File: config.mk
export PLATFORM = sky130hd
export DESIGN_NAME = updn_chain
export DESIGN_NICKNAME = d
export VERILOG_FILES = /design/src/rtl/updn_pkg.sv /design/src/rtl/updn_mode_dec.sv /design/src/rtl/updn_term_det.sv /design/src/rtl/updn_slice.sv /design/src/rtl/updn_chain.sv
export SDC_FILE = /design/constraint.sdc
export NUM_CORES = 1
export LEC_CHECK = 0
export BUFFER_PORTS_ARGS = -buffer_cell sky130_fd_sc_hd__buf_2
export CAP_MARGIN = 20
export CORE_MARGIN = 2
export CORE_UTILIZATION = 47
export DETAILED_ROUTE_END_ITERATION = 8
export PLACE_DENSITY = 0.81
export SETUP_SLACK_MARGIN = 0.05
export SYNTH_ARGS = -nofsm -noshare
export SYNTH_HDL_FRONTEND = slang
export SYNTH_SLANG_ARGS = --single-unit
File: constraint.sdc
create_clock -name clk -period 3.25 [get_ports clk]
set_clock_uncertainty 0.15 [all_clocks]
set_input_delay 0.325 -clock clk [delete_from_list [all_inputs] [get_ports clk]]
set_output_delay 0.325 -clock clk [all_outputs]
set_load 0.01 [all_outputs]
File: src/rtl/updn_pkg.sv
`timescale 1ns/1ps
// Package: shared types and helpers for the up/down counter slices.
// Assumes slices are at least one bit wide; all arithmetic wraps modulo 2**width.
package updn_pkg;

    // Operation selected for a slice at the coming clock edge.
    typedef enum logic [2:0] {
        MODE_CLEAR = 3'd0,
        MODE_LOAD  = 3'd1,
        MODE_HOLD  = 3'd2,
        MODE_INC   = 3'd3,
        MODE_DEC   = 3'd4
    } slice_mode_e;

    // Default slice width of one counter stage.
    localparam int SLICE_W_DEF = 4;

endpackage

File: src/rtl/updn_mode_dec.sv
`timescale 1ns/1ps
// Module: updn_mode_dec
// Decodes the active-low controls of one slice into a single operation.
// Priority: reset, then load, then count (both enables low), else hold.
// Assumes all inputs are stable around the clock edge; purely combinational.
module updn_mode_dec
    import updn_pkg::*;
(
    input  logic        rst_n,
    input  logic        load_n,
    input  logic        enp_n,
    input  logic        ent_n,
    input  logic        up_dn,
    output slice_mode_e mode
);

    // Select the slice operation by fixed priority.
    always_comb begin
        if (!rst_n) begin
            mode = MODE_CLEAR;
        end else if (!load_n) begin
            mode = MODE_LOAD;
        end else if (!enp_n && !ent_n) begin
            mode = up_dn ? MODE_INC : MODE_DEC;
        end else begin
            mode = MODE_HOLD;
        end
    end

endmodule

File: src/rtl/updn_term_det.sv
`timescale 1ns/1ps
// Module: updn_term_det
// Flags the terminal value of one slice in the selected direction and
// produces the active-low carry, gated by the slice's chain enable.
// Assumes the count input comes straight from the slice register.
module updn_term_det #(
    parameter int WIDTH = 4
) (
    input  logic [WIDTH-1:0] cnt,
    input  logic             up_dn,
    input  logic             ent_n,
    output logic             rco_n
);

    localparam logic [WIDTH-1:0] TOP_VAL = '1;
    localparam logic [WIDTH-1:0] BOT_VAL = '0;

    logic at_term;

    // Compare the count with the end value of the current direction.
    always_comb begin
        at_term = up_dn ? (cnt == TOP_VAL) : (cnt == BOT_VAL);
    end

    // Drive the carry low only while enabled and at the end value.
    always_comb begin
        rco_n = ~(~ent_n & at_term);
    end

endmodule

File: src/rtl/updn_slice.sv
`timescale 1ns/1ps
// Module: updn_slice
// One synchronous up/down counter stage with parallel load, two active-low
// enables and an active-low terminal carry. All bits update together on the
// rising clock edge. Assumes a synchronous active-low reset.
module updn_slice
    import updn_pkg::*;
#(
    parameter int WIDTH = SLICE_W_DEF
) (
    input  logic             clk,
    input  logic             rst_n,
    input  logic             load_n,
    input  logic             enp_n,
    input  logic             ent_n,
    input  logic             up_dn,
    input  logic [WIDTH-1:0] din,
    output logic [WIDTH-1:0] q,
    output logic             rco_n
);

    localparam logic [WIDTH-1:0] ONE = WIDTH'(1);

    slice_mode_e      mode;
    logic [WIDTH-1:0] cnt_r;

    updn_mode_dec u_dec (
        .rst_n  (rst_n),
        .load_n (load_n),
        .enp_n  (enp_n),
        .ent_n  (ent_n),
        .up_dn  (up_dn),
        .mode   (mode)
    );

    // Update the stage register according to the decoded operation.
    always_ff @(posedge clk) begin
        case (mode)
            MODE_CLEAR: cnt_r <= '0;
            MODE_LOAD:  cnt_r <= din;
            MODE_INC:   cnt_r <= cnt_r + ONE;
            MODE_DEC:   cnt_r <= cnt_r - ONE;
            default:    cnt_r <= cnt_r;
        endcase
    end

    updn_term_det #(.WIDTH(WIDTH)) u_term (
        .cnt   (cnt_r),
        .up_dn (up_dn),
        .ent_n (ent_n),
        .rco_n (rco_n)
    );

    // Expose the stage register.
    assign q = cnt_r;

endmodule

File: src/rtl/updn_chain.sv
`timescale 1ns/1ps
// Module: updn_chain (top)
// Chains STAGES counter slices into one wide synchronous up/down counter.
// Each slice's carry drives the next slice's chain enable; load, direction
// and the shared count enable reach every slice. Assumes a synchronous
// active-low reset and a single clock.
module updn_chain #(
    parameter int STAGES  = 2,
    parameter int SLICE_W = 4
) (
    input  logic                      clk,
    input  logic                      rst_n,
    input  logic                      load_n,
    input  logic                      cnt_en_n,
    input  logic                      chain_en_n,
    input  logic                      up_dn,
    input  logic [STAGES*SLICE_W-1:0] din,
    output logic [STAGES*SLICE_W-1:0] q,
    output logic                      carry_n
);

    logic [STAGES:0] link_n;

    // The external chain enable feeds the lowest slice.
    assign link_n[0] = chain_en_n;

    for (genvar s = 0; s < STAGES; s++) begin : g_slice
        updn_slice #(.WIDTH(SLICE_W)) u_slice (
            .clk    (clk),
            .rst_n  (rst_n),
            .load_n (load_n),
            .enp_n  (cnt_en_n),
            .ent_n  (link_n[s]),
            .up_dn  (up_dn),
            .din    (din[s*SLICE_W +: SLICE_W]),
            .q      (q[s*SLICE_W +: SLICE_W]),
            .rco_n  (link_n[s+1])
        );
    end

    // The top slice's carry is the carry of the whole chain.
    assign carry_n = link_n[STAGES];

endmodule

==> results of run 1 <==
## layer usage
metal	up-vias	wire length, microns	GRT usage (%)
met1	258	717	30.07
met5	-	0	0
met3	4	46	1.630
met4	0	23	9.677
li1	296	-	-
met2	15	671	34.77
## cell usage in the layout (no fill, tap or decap), drive strengths merged, types with 2 or more instances in the layout
| cell type | instances |
|---|---|
| a22o | 3 |
| and3 | 2 |
| buf | 24 |
| clkbuf | 3 |
| edfxtp | 8 |
| ha | 4 |
| inv | 2 |
| nand2 | 8 |
| nor2 | 3 |
| nor3 | 2 |
| o21ai | 4 |
| o31ai | 2 |
| or4 | 2 |
| xnor2 | 4 |
| xor2 | 2 |
## cell families after synthesis
kind of cell,share of synthesized area [%]
buf+inv,3.448
mux,2.298
fa+ha+maj,10.73
flops,36.78
compound gates,18.39
simple gates,20.31
xor+xnor,8.046
## worst min-delay path: cells and delay by family
| family | cells | cell delay [ns] |
|---|---|---|
| compound gates | 1 | 0.06 |
| simple gates | 1 | 0.04 |
| buf+inv | 1 | 0.07 |
## power groups by stage
stage | registers (W) | logic [W] | clock network (W)
3_5_place_dp | 0.000137 | 0.0000689 | 0
5_1_grt | 0.000137 | 0.0000773 | 0.0000827
2_1_floorplan | 0.000139 | 0.0000389 | 0
3_3_place_gp | 0.000136 | 0.0000677 | 0
4_1_cts | 0.000135 | 0.0000699 | 0.0000769
6_report | 0.000135 | 0.0000702 | 0.0000775
## cell usage after synthesis
library cell,count
or3_1,1
o211ai_1,1
inv_1,2
nand2_1,8
o31ai_1,1
edfxtp_1,8
o311ai_0,1
nor3_1,2
nand4bb_1,1
and3_1,2
o21ai_0,4
ha_1,4
nand2b_4,1
a21oi_1,1
o31ai_2,1
nor2_1,3
nand4_1,1
a31oi_1,1
buf_6,1
fa_1,1
nor4_1,1
mux2_4,1
or4_1,1
or4_4,1
clkbuf_1,1
a22o_1,3
xnor2_1,4
a2111oi_1,1
a21o_1,1
nor2b_1,1
o31a_1,1
xor2_1,2
## through the flow
step	util, %	hold slack, ns	std cells	instance area, sq um	worst slack (ns)
4_1_cts	61.83	0.2108	103	804.5	0.4408
5_1_grt	61.83	0.2227	103	804.5	0.2452
3_5_place_dp	60.10	0.4629	100	782.0	0.4454
2_1_floorplan	-	0.3621	63	653.1	0.5733
3_3_place_gp	60.10	0.4511	100	782.0	0.5526
6_report	61.83	0.2050	103	804.5	0.4420
## area by class of cell
cell class              count  area share [%]
flip-flops and latches      8           29.86
inverters                   2          0.9331
clock buffers               3           2.799
multi-input cells          51           48.52
repair buffers             24           15.55
well taps                  15           2.333
## worst min path at each step
stage	depth (start not counted)	slack, ns	startpoint	to
CTS	3	0.21	din[3]	g_slice[0].u_slice.q[3]
global placement	3	0.45	din[4]	g_slice[1].u_slice.q[0]
floorplan	2	0.36	din[0]	g_slice[0].u_slice.q[0]
finish	3	0.21	din[3]	g_slice[0].u_slice.q[3]
global route	3	0.22	din[2]	g_slice[0].u_slice.q[2]
detailed placement	3	0.46	din[3]	g_slice[0].u_slice.q[3]
==> flow_summary.toml, run 1 <==
[run_status]
status = "finished clean"

[worst_setup_path]
worstSetupStartpointType = "flip-flop"
cp.depth = 7
cp_slowest_stage_delay_ns = 0.58
cp.arrival_ns = 2.65
criticalPathCategory = "flip-flop to flip-flop"
cp-startpoint = "g_slice[0].u_slice.q[0]"
end_kind = "flip-flop"
crit_chain = "or4_4 -> nor3_1 -> ha_1 -> nand2_1 -> a2111oi_1 -> o31a_1 -> o31ai_2"
r2r_end = "g_slice[1].u_slice.q[3]"
r2r_slack_ns = 0.44
endpoint = "g_slice[1].u_slice.q[3]"
worstPathRequired_ns = 3.10
critPathBufInv = 0
cp_max_fo = 6
path_delay_family = "simple AND/OR/NAND/NOR gates"
crit_slowest_cell = "or4_4"
r2r-start = "g_slice[0].u_slice.q[0]"
rr_worst_depth = 7

[finish]
seq_area_sq_um = 240.2
largest_reg_flops = 8
drive_above_1_share_pct = 35.23
multi_input_area_sq_um = 390.4
area_growth_pct = 23.18
nets = 109
fillers = 125
diodes = 0

[pwr]
p_int_w = 0.0001999
p_seq_share_pct = 47.7
p_sw_w = 0.00008247
power.density_mw_per_mm2 = 350.9
combPwrFrac_pct = 24.9
finalPower_w = 0.0002823
leakage_nw = 0.3724
swShare_pct = 29.21
clkPwrFrac_pct = 27.5
peakVddDrop_mv = 0.2858

[clock_network]
numCtsBuffers = 3
clkSinkCount = 8
root_buffer = "clkbuf_4"
htree_num_levels = 1
cts-resized-gates = 0
cts_setup_buffers = 0
clk_latency_ns = 0.25
cts_tree = "built"
cts_buffer_depth = 2
clkTransAtPathRegs_ns = 0.06
cts_hold_buffers = 0

[floorplanning]
start_util_pct = 50.19
io-pin-count = 23
die_x_microns = 41.28
die_area_sq_mm = 0.001704
rows = 13
core_area_sq_mm = 0.001301
die_height_microns = 41.28

[timing]
worst_slew_pin_slew_ns = 0.5293
fin_crit_ns = 2.808
drv_slew = 0
min_period_over_period_pct = 86.40
rsz0062_at_grt = "false"
setup_tns_ns = 0
finalHoldViolCount = 0
slew_headroom_pct = 64.64
finalSetupViolCount = 0
fmax_ghz = 0.3561

[routing]
wl_mm = 1.458
wl_per_cell_microns = 14.16
ant_nets = 0
drt_pass1_iterations = 4
viasPerCell = 5.563
num_vias = 573
drt_iter0_markers = 11
drcViolationCount = 0

[global_routing]
track_usage_pct = 21.83
grt_pass1_vias = 548
grt.overflow.total = 0
grt_pass1_wl_mm = 2.325
grt_max_degree = 10
antenna_found_initial = 0

[placed_design]
port_buffers = 22
place_congestion = 0.7080
dpl.hpwl_mm = 1.129

[synth]
synthDistinctLibCells = 32
postSynthCellCount = 63
ys.warnings.count = 0
syn_avg_cell_area_sq_um = 10.37
yosys.area.top_type = "edfxtp_1"
synth_top_area_share_pct = 36.78
ys_ff_latch = 8
synth.area.top_cells = "edfxtp_1 37%, ha_1 7.7%, xnor2_1 5.4%"
synth-seq-area-share_pct = 36.78
synth_area_sq_um = 653.1
synth_fp_nets = 82

[flow_run]
maxCapViolations = 0

[min_path]
hp-class = "primary input to flip-flop"
Power figures use the tool's default switching activity.
==> run 2: changes to the inputs <==
--- a/config.mk
+++ b/config.mk
@@ -8,9 +8,10 @@
 export BUFFER_PORTS_ARGS = -buffer_cell sky130_fd_sc_hd__buf_2
 export CAP_MARGIN = 20
 export CORE_MARGIN = 2
-export CORE_UTILIZATION = 47
+export CORE_UTILIZATION = 43
 export DETAILED_ROUTE_END_ITERATION = 8
-export PLACE_DENSITY = 0.81
+export MAX_ROUTING_LAYER = met4
+export PLACE_DENSITY = 0.78
 export SETUP_SLACK_MARGIN = 0.05
 export SYNTH_ARGS = -nofsm -noshare
 export SYNTH_HDL_FRONTEND = slang
==> constraint.sdc (replaced) <==
create_clock -name clk -period 2.4 [get_ports clk]
set_clock_uncertainty 0.15 [all_clocks]
set_input_delay 0.24 -clock clk [delete_from_list [all_inputs] [get_ports clk]]
set_output_delay 0.24 -clock clk [all_outputs]
set_load 0.01 [all_outputs]
==> run 2 against run 1 <==
Compared with the run above:
- the flow now finishes with violations (setup timing)
- register-to-register slack got worse by 0.53 ns
- sequential share of layout area down 6.0 points
- flip-flop and latch count is the same
- non-clock buffer count is 12 higher
- highest routed layer unchanged
==> flow_summary.toml, run 2 (synthesis results as in run 1) <==
[floorplanning]
die_x_microns = 42.98
core_area_sq_mm = 0.001471
io-pin-count = 23
rows = 14
die_area_sq_mm = 0.001847
die_height_microns = 42.98
start_util_pct = 44.39

[finish]
largest_reg_flops = 8
fillers = 111
final_common_cell = "buf_2"
drive_above_1_share_pct = 53.00
area_growth_pct = 54.41
layout_common_cells = "22 x buf_2, 10 x buf_4, 8 x edfxtp_1"
fin_cells = 116
nets = 121
diodes = 0

[timing]
worst_slew_pin_slew_ns = 0.5624
slew_headroom_pct = 62.43
fmax_ghz = 0.3984
drv_slew = 0
finalSetupViolCount = 7
min_period_over_period_pct = 104.6
fin_ws_ns = -0.1103
rsz0062_at_grt = "true"
finalHoldViolCount = 0
setup_tns_ns = -0.5708
fin_crit_ns = 2.510

[clock_network]
root_buffer = "clkbuf_4"
cts_buffer_depth = 2
cts_hold_buffers = 0
cts_tree = "built"
clk_latency_ns = 0.26
clkSinkCount = 8
htree_num_levels = 1
clkTransAtPathRegs_ns = 0.05
numCtsBuffers = 3

[global_routing]
antenna_found_initial = 0
grt_pass1_wl_mm = 2.739
grt_max_degree = 10
grt_pass1_vias = 624
track_usage_pct = 20.31
grt.overflow.total = 0

[worst_setup_path]
path_delay_family = "simple AND/OR/NAND/NOR gates"
criticalPathCategory = "flip-flop to output pin"
end_kind = "output pin"
r2r-start = "g_slice[0].u_slice.q[3]"
cp_max_fo = 2
cp.depth = 5
r2r_slack_ns = -0.09
worstPathRequired_ns = 2.01
crit_slowest_cell = "or4_4"
cp_slowest_stage_delay_ns = 0.58
worstSetupStartpointType = "flip-flop"
cp.arrival_ns = 2.12
rr_worst_depth = 7
r2r_end = "g_slice[1].u_slice.q[0]"
crit_chain = "or4_4 -> buf_6 -> mux2_4 -> or3_1 -> buf_2"
critPathBufInv = 2

[run_status]
status = "complete, but fails checks"
violations = "setup timing"

[flow_run]
maxCapViolations = 0

[routing]
wl_per_cell_microns = 15.02
wl_mm = 1.742
ant_nets = 0
drt_pass1_iterations = 4
drt_iter0_markers = 14
num_vias = 637
drcViolationCount = 0
viasPerCell = 5.491

[min_path]
hold_path_startpoint = "din[3]"
hold_depth = 3
hp-class = "primary input to flip-flop"
hold_path_end = "g_slice[0].u_slice.q[3]"

[placed_design]
dpl.hpwl_mm = 1.227
place_congestion = 0.7703
dpl.cell_count = 108
port_buffers = 22

[pwr]
power.density_mw_per_mm2 = 425.5
peakVddDrop_mv = 0.3187
leakage_nw = 0.4639
-- run 2: worst max path at each step --
| stage | from | endpoint | slack (ns) |
|---|---|---|---|
| 6_report | g_slice[0].u_slice.q[3] | carry_n | -0.11 |
| 5_1_grt | g_slice[0].u_slice.q[3] | g_slice[1].u_slice.q[3] | -0.18 |
| 4_1_cts | g_slice[0].u_slice.q[0] | carry_n | -0.14 |
| 3_5_place_dp | g_slice[0].u_slice.q[3] | g_slice[1].u_slice.q[3] | -0.03 |
| 3_3_place_gp | g_slice[0].u_slice.q[3] | g_slice[1].u_slice.q[3] | 0.02 |
| 2_1_floorplan | g_slice[0].u_slice.q[3] | g_slice[1].u_slice.q[3] | -0.11 |
-- run 2: what timing repair did --
| action | 4_1_cts | 5_1_grt |
|---|---|---|
| resized for setup | 5 | 11 |
| endpoints found under the setup margin | 2 | 8 |
| pin swaps | 2 | 5 |
| setup buffers | 2 | 3 |
-- run 2: metal layers --
metal / share of wire [%] / global-route usage [%] / routed length (microns)
met2: 51 / 31.52 / 886
met5: 0 / - / 0
met1: 46 / 27.61 / 795
met4: 1.2 / 7.273 / 21
met3: 2.2 / 2.128 / 38
-- run 2: stage by stage --
step	utilization (%)	instance area, sq um	hold slack (ns)	power, W	worst slack (ns)
6_report	68.54	1008	0.1164	0.0004292	-0.1103
5_1_grt	68.54	1008	0.1191	0.0004493	-0.1757
4_1_cts	63.01	927.1	0.1111	0.0004082	-0.1423
3_5_place_dp	57.91	852.1	0.3694	0.0002942	-0.03409
3_3_place_gp	57.91	852.1	0.3682	0.0002907	0.01940
2_1_floorplan	-	669.4	0.2771	0.0002438	-0.1086
-- run 2: power by group --
group          switching [W]  internal [W]
combinational      0.0000716     0.0000743
sequential         0.0000117      0.000167
clock              0.0000470     0.0000573
-- run 2: cell type report --
| cell class | count | area (sq um) | area share (%) |
|---|---|---|---|
| Clock buffer | 3 | 22.52 | 2.233 |
| Inverter | 2 | 7.507 | 0.7444 |
| Multi-Input combinational cell | 51 | 488.0 | 48.39 |
| Sequential cell | 8 | 240.2 | 23.82 |
| Tap cell | 16 | 20.02 | 1.985 |
| Timing Repair Buffer | 36 | 230.2 | 22.83 |
-- run 2: worst min-delay path, cell delays in order --
cell and delay [ns]:
buf_2 0.08, nand2_1 0.04, o21ai_0 0.06
==> run 3: changes to the inputs <==
--- a/config.mk
+++ b/config.mk
@@ -6,7 +6,7 @@
 export NUM_CORES = 1
 export LEC_CHECK = 0
 export BUFFER_PORTS_ARGS = -buffer_cell sky130_fd_sc_hd__buf_2
-export CAP_MARGIN = 20
+export CAP_MARGIN = 25
 export CORE_MARGIN = 2
 export CORE_UTILIZATION = 43
 export DETAILED_ROUTE_END_ITERATION = 8
==> constraint.sdc (replaced) <==
create_clock -name clk -period 2.05 [get_ports clk]
set_clock_uncertainty 0.15 [all_clocks]
set_input_delay 0.205 -clock clk [delete_from_list [all_inputs] [get_ports clk]]
set_output_delay 0.205 -clock clk [all_outputs]
set_load 0.01 [all_outputs]
==> run 3 against run 2 <==
Compared with the run above:
- the run still ends with setup timing left
- flip-flop and latch count unchanged
- non-clock buffer count increased by 6
- register-to-register slack got worse by 0.30 ns
- sequential share of layout area decreased by 1.5 points
- total power increased by 22%
- critical path depth unchanged
- utilization increased by 4.5 points
- sequential power increased by 16%
- critical endpoint unchanged
- highest routed layer unchanged
==> flow_summary.toml, run 3 (synthesis results as in run 1) <==
[flow_run]
maxCapViolations = 0

[worst_setup_path]
rr_worst_depth = 9
criticalPathCategory = "flip-flop to output pin"
cp_max_fo = 2
crit_slowest_cell = "or4_4"
r2r_end = "g_slice[1].u_slice.q[2]"
worstSetupStartpointType = "flip-flop"
critPathBufInv = 2
cp.arrival_ns = 2.13
cp.depth = 5
cp_common_cell = "buf_6"
worstPathRequired_ns = 1.69
r2r_slack_ns = -0.39
crit_chain = "or4_4 -> buf_6 -> mux2_4 -> or3_4 -> buf_6"
end_kind = "output pin"
cp_slowest_stage_delay_ns = 0.58
r2r-start = "g_slice[0].u_slice.q[0]"
path_delay_family = "simple AND/OR/NAND/NOR gates"

[global_routing]
track_usage_pct = 23.82
grt_pass1_vias = 679
grt.overflow.total = 0
antenna_found_initial = 0
grt_max_degree = 10
grt_pass1_wl_mm = 3.063

[floorplanning]
die_x_microns = 42.98
die_area_sq_mm = 0.001847
rows = 14
io-pin-count = 23
core_area_sq_mm = 0.001471
die_height_microns = 42.98
start_util_pct = 44.39

[finish]
stdcell_area_sq_mm = 0.001075
final_common_cell = "buf_2"
seq_area_sq_um = 240.2
diodes = 0
nets = 127
multi_input_area_sq_um = 514.2
drive_above_1_share_pct = 59.43
largest_reg_flops = 8
fin_cells = 122
area_growth_pct = 64.56
fillers = 109
layout_common_cells = "21 x buf_2, 19 x buf_4, 8 x edfxtp_1"

[routing]
drt_iter0_markers = 18
num_vias = 697
wl_mm = 1.830
wl_per_cell_microns = 15.00
viasPerCell = 5.713
drcViolationCount = 0
drt_pass1_iterations = 4
ant_nets = 0

[min_path]
hold_depth = 3
hold_path_end = "g_slice[0].u_slice.q[3]"
hp-class = "primary input to flip-flop"
hold_path_startpoint = "din[3]"

[clock_network]
cts_buffer_depth = 2
clk_latency_ns = 0.25
clkTransAtPathRegs_ns = 0.06
cts_hold_buffers = 0
numCtsBuffers = 3
clkSinkCount = 8
htree_num_levels = 1
root_buffer = "clkbuf_4"
cts_tree = "built"

[pwr]
swShare_pct = 30.45
p_sw_w = 0.0001591
p_int_w = 0.0003632
power.density_mw_per_mm2 = 486.0
clkPwrFrac_pct = 23.0
combPwrFrac_pct = 37.3
p_seq_share_pct = 39.7
peakVddDrop_mv = 0.3899
leakage_nw = 0.5005

[timing]
drv_slew = 0
min_period_over_period_pct = 121.4
finalSetupViolCount = 9
fin_ws_ns = -0.4397
fmax_ghz = 0.4017
fin_crit_ns = 2.490
finalHoldViolCount = 0
worst_slew_pin_slew_ns = 0.5213
slew_headroom_pct = 65.17
rsz0062_at_grt = "true"

[run_status]
violations = "setup timing"
status = "complete, but fails checks"

[placed_design]
dpl.cell_count = 116
dpl_cell_area_sq_um = 934.6
place_congestion = 0.7851
dpl.hpwl_mm = 1.433
port_buffers = 22
-- run 3: changes by cell type in the layout (fill, tap and decap cells not counted) --
cell	previous run	this run
o21ai_2	0	1
o31ai_4	0	1
o31ai_2	2	1
or3_4	0	1
a21oi_2	0	1
buf_4	10	19
a21oi_1	1	0
nand4bb_2	0	1
buf_6	4	2
buf_2	22	21
nand4bb_1	1	0
or3_1	1	0
o21ai_0	4	3
-- run 3: cell type report --
type | instances | area share (%)
Inverter | 2 | 0.6985
Tap cell | 16 | 1.863
Timing Repair Buffer | 42 | 25.15
Multi-Input combinational cell | 51 | 47.85
Clock buffer | 3 | 2.095
Sequential cell | 8 | 22.35
-- run 3: worst max path at each step --
stage                                   end  slack, ns                     from
CTS                                 carry_n      -0.43  g_slice[0].u_slice.q[0]
finish                              carry_n      -0.44  g_slice[0].u_slice.q[0]
global route        g_slice[1].u_slice.q[3]      -0.50  g_slice[0].u_slice.q[0]
detailed placement  g_slice[1].u_slice.q[3]      -0.40  g_slice[0].u_slice.q[3]
global placement    g_slice[1].u_slice.q[3]      -0.30  g_slice[0].u_slice.q[3]
floorplan           g_slice[1].u_slice.q[3]      -0.45  g_slice[0].u_slice.q[3]
-- run 3: layer usage --
| layer | up-vias | global-route usage (%) | share of wire [%] |
|---|---|---|---|
| met5 | - | - | 0 |
| met4 | 0 | 10.91 | 2.6 |
| met3 | 6 | 2.553 | 5.2 |
| met2 | 29 | 40.30 | 52 |
| met1 | 331 | 28.38 | 40 |
| li1 | 331 | - | - |
-- run 3: power by group through the flow --
stage	logic, W	clock network [W]	registers (W)
2_1_floorplan	0.0000687	0	0.000220
3_3_place_gp	0.000155	0	0.000207
3_5_place_dp	0.000162	0	0.000209
4_1_cts	0.000189	0.000119	0.000208
5_1_grt	0.000210	0.000130	0.000209
6_report	0.000195	0.000120	0.000207
-- run 3: what timing repair did --
item	4_1_cts	5_1_grt
resized for setup	13	4
setup buffers	3	0
gates cloned	0	0
setup endpoints to repair	9	10
pin swaps	4	1
-- run 3: tightest hold or removal path, cell delays in order --
cell,delay (ns)
buf_2,0.07
nand2_1,0.03
o21ai_0,0.06
-- run 3: stage by stage --
stage | util, % | total power (W) | hold slack, ns | setup WS, ns | setup TNS (ns)
2_1_floorplan | - | 0.0002885 | 0.2421 | -0.4548 | -1.169
3_3_place_gp | 63.52 | 0.0003624 | 0.3351 | -0.3006 | -1.641
3_5_place_dp | 63.52 | 0.0003708 | 0.3375 | -0.4039 | -2.383
4_1_cts | 71.68 | 0.0005156 | 0.08493 | -0.4315 | -2.654
5_1_grt | 73.04 | 0.0005498 | 0.09694 | -0.4964 | -3.418
6_report | 73.04 | 0.0005223 | 0.08536 | -0.4397 | -2.765
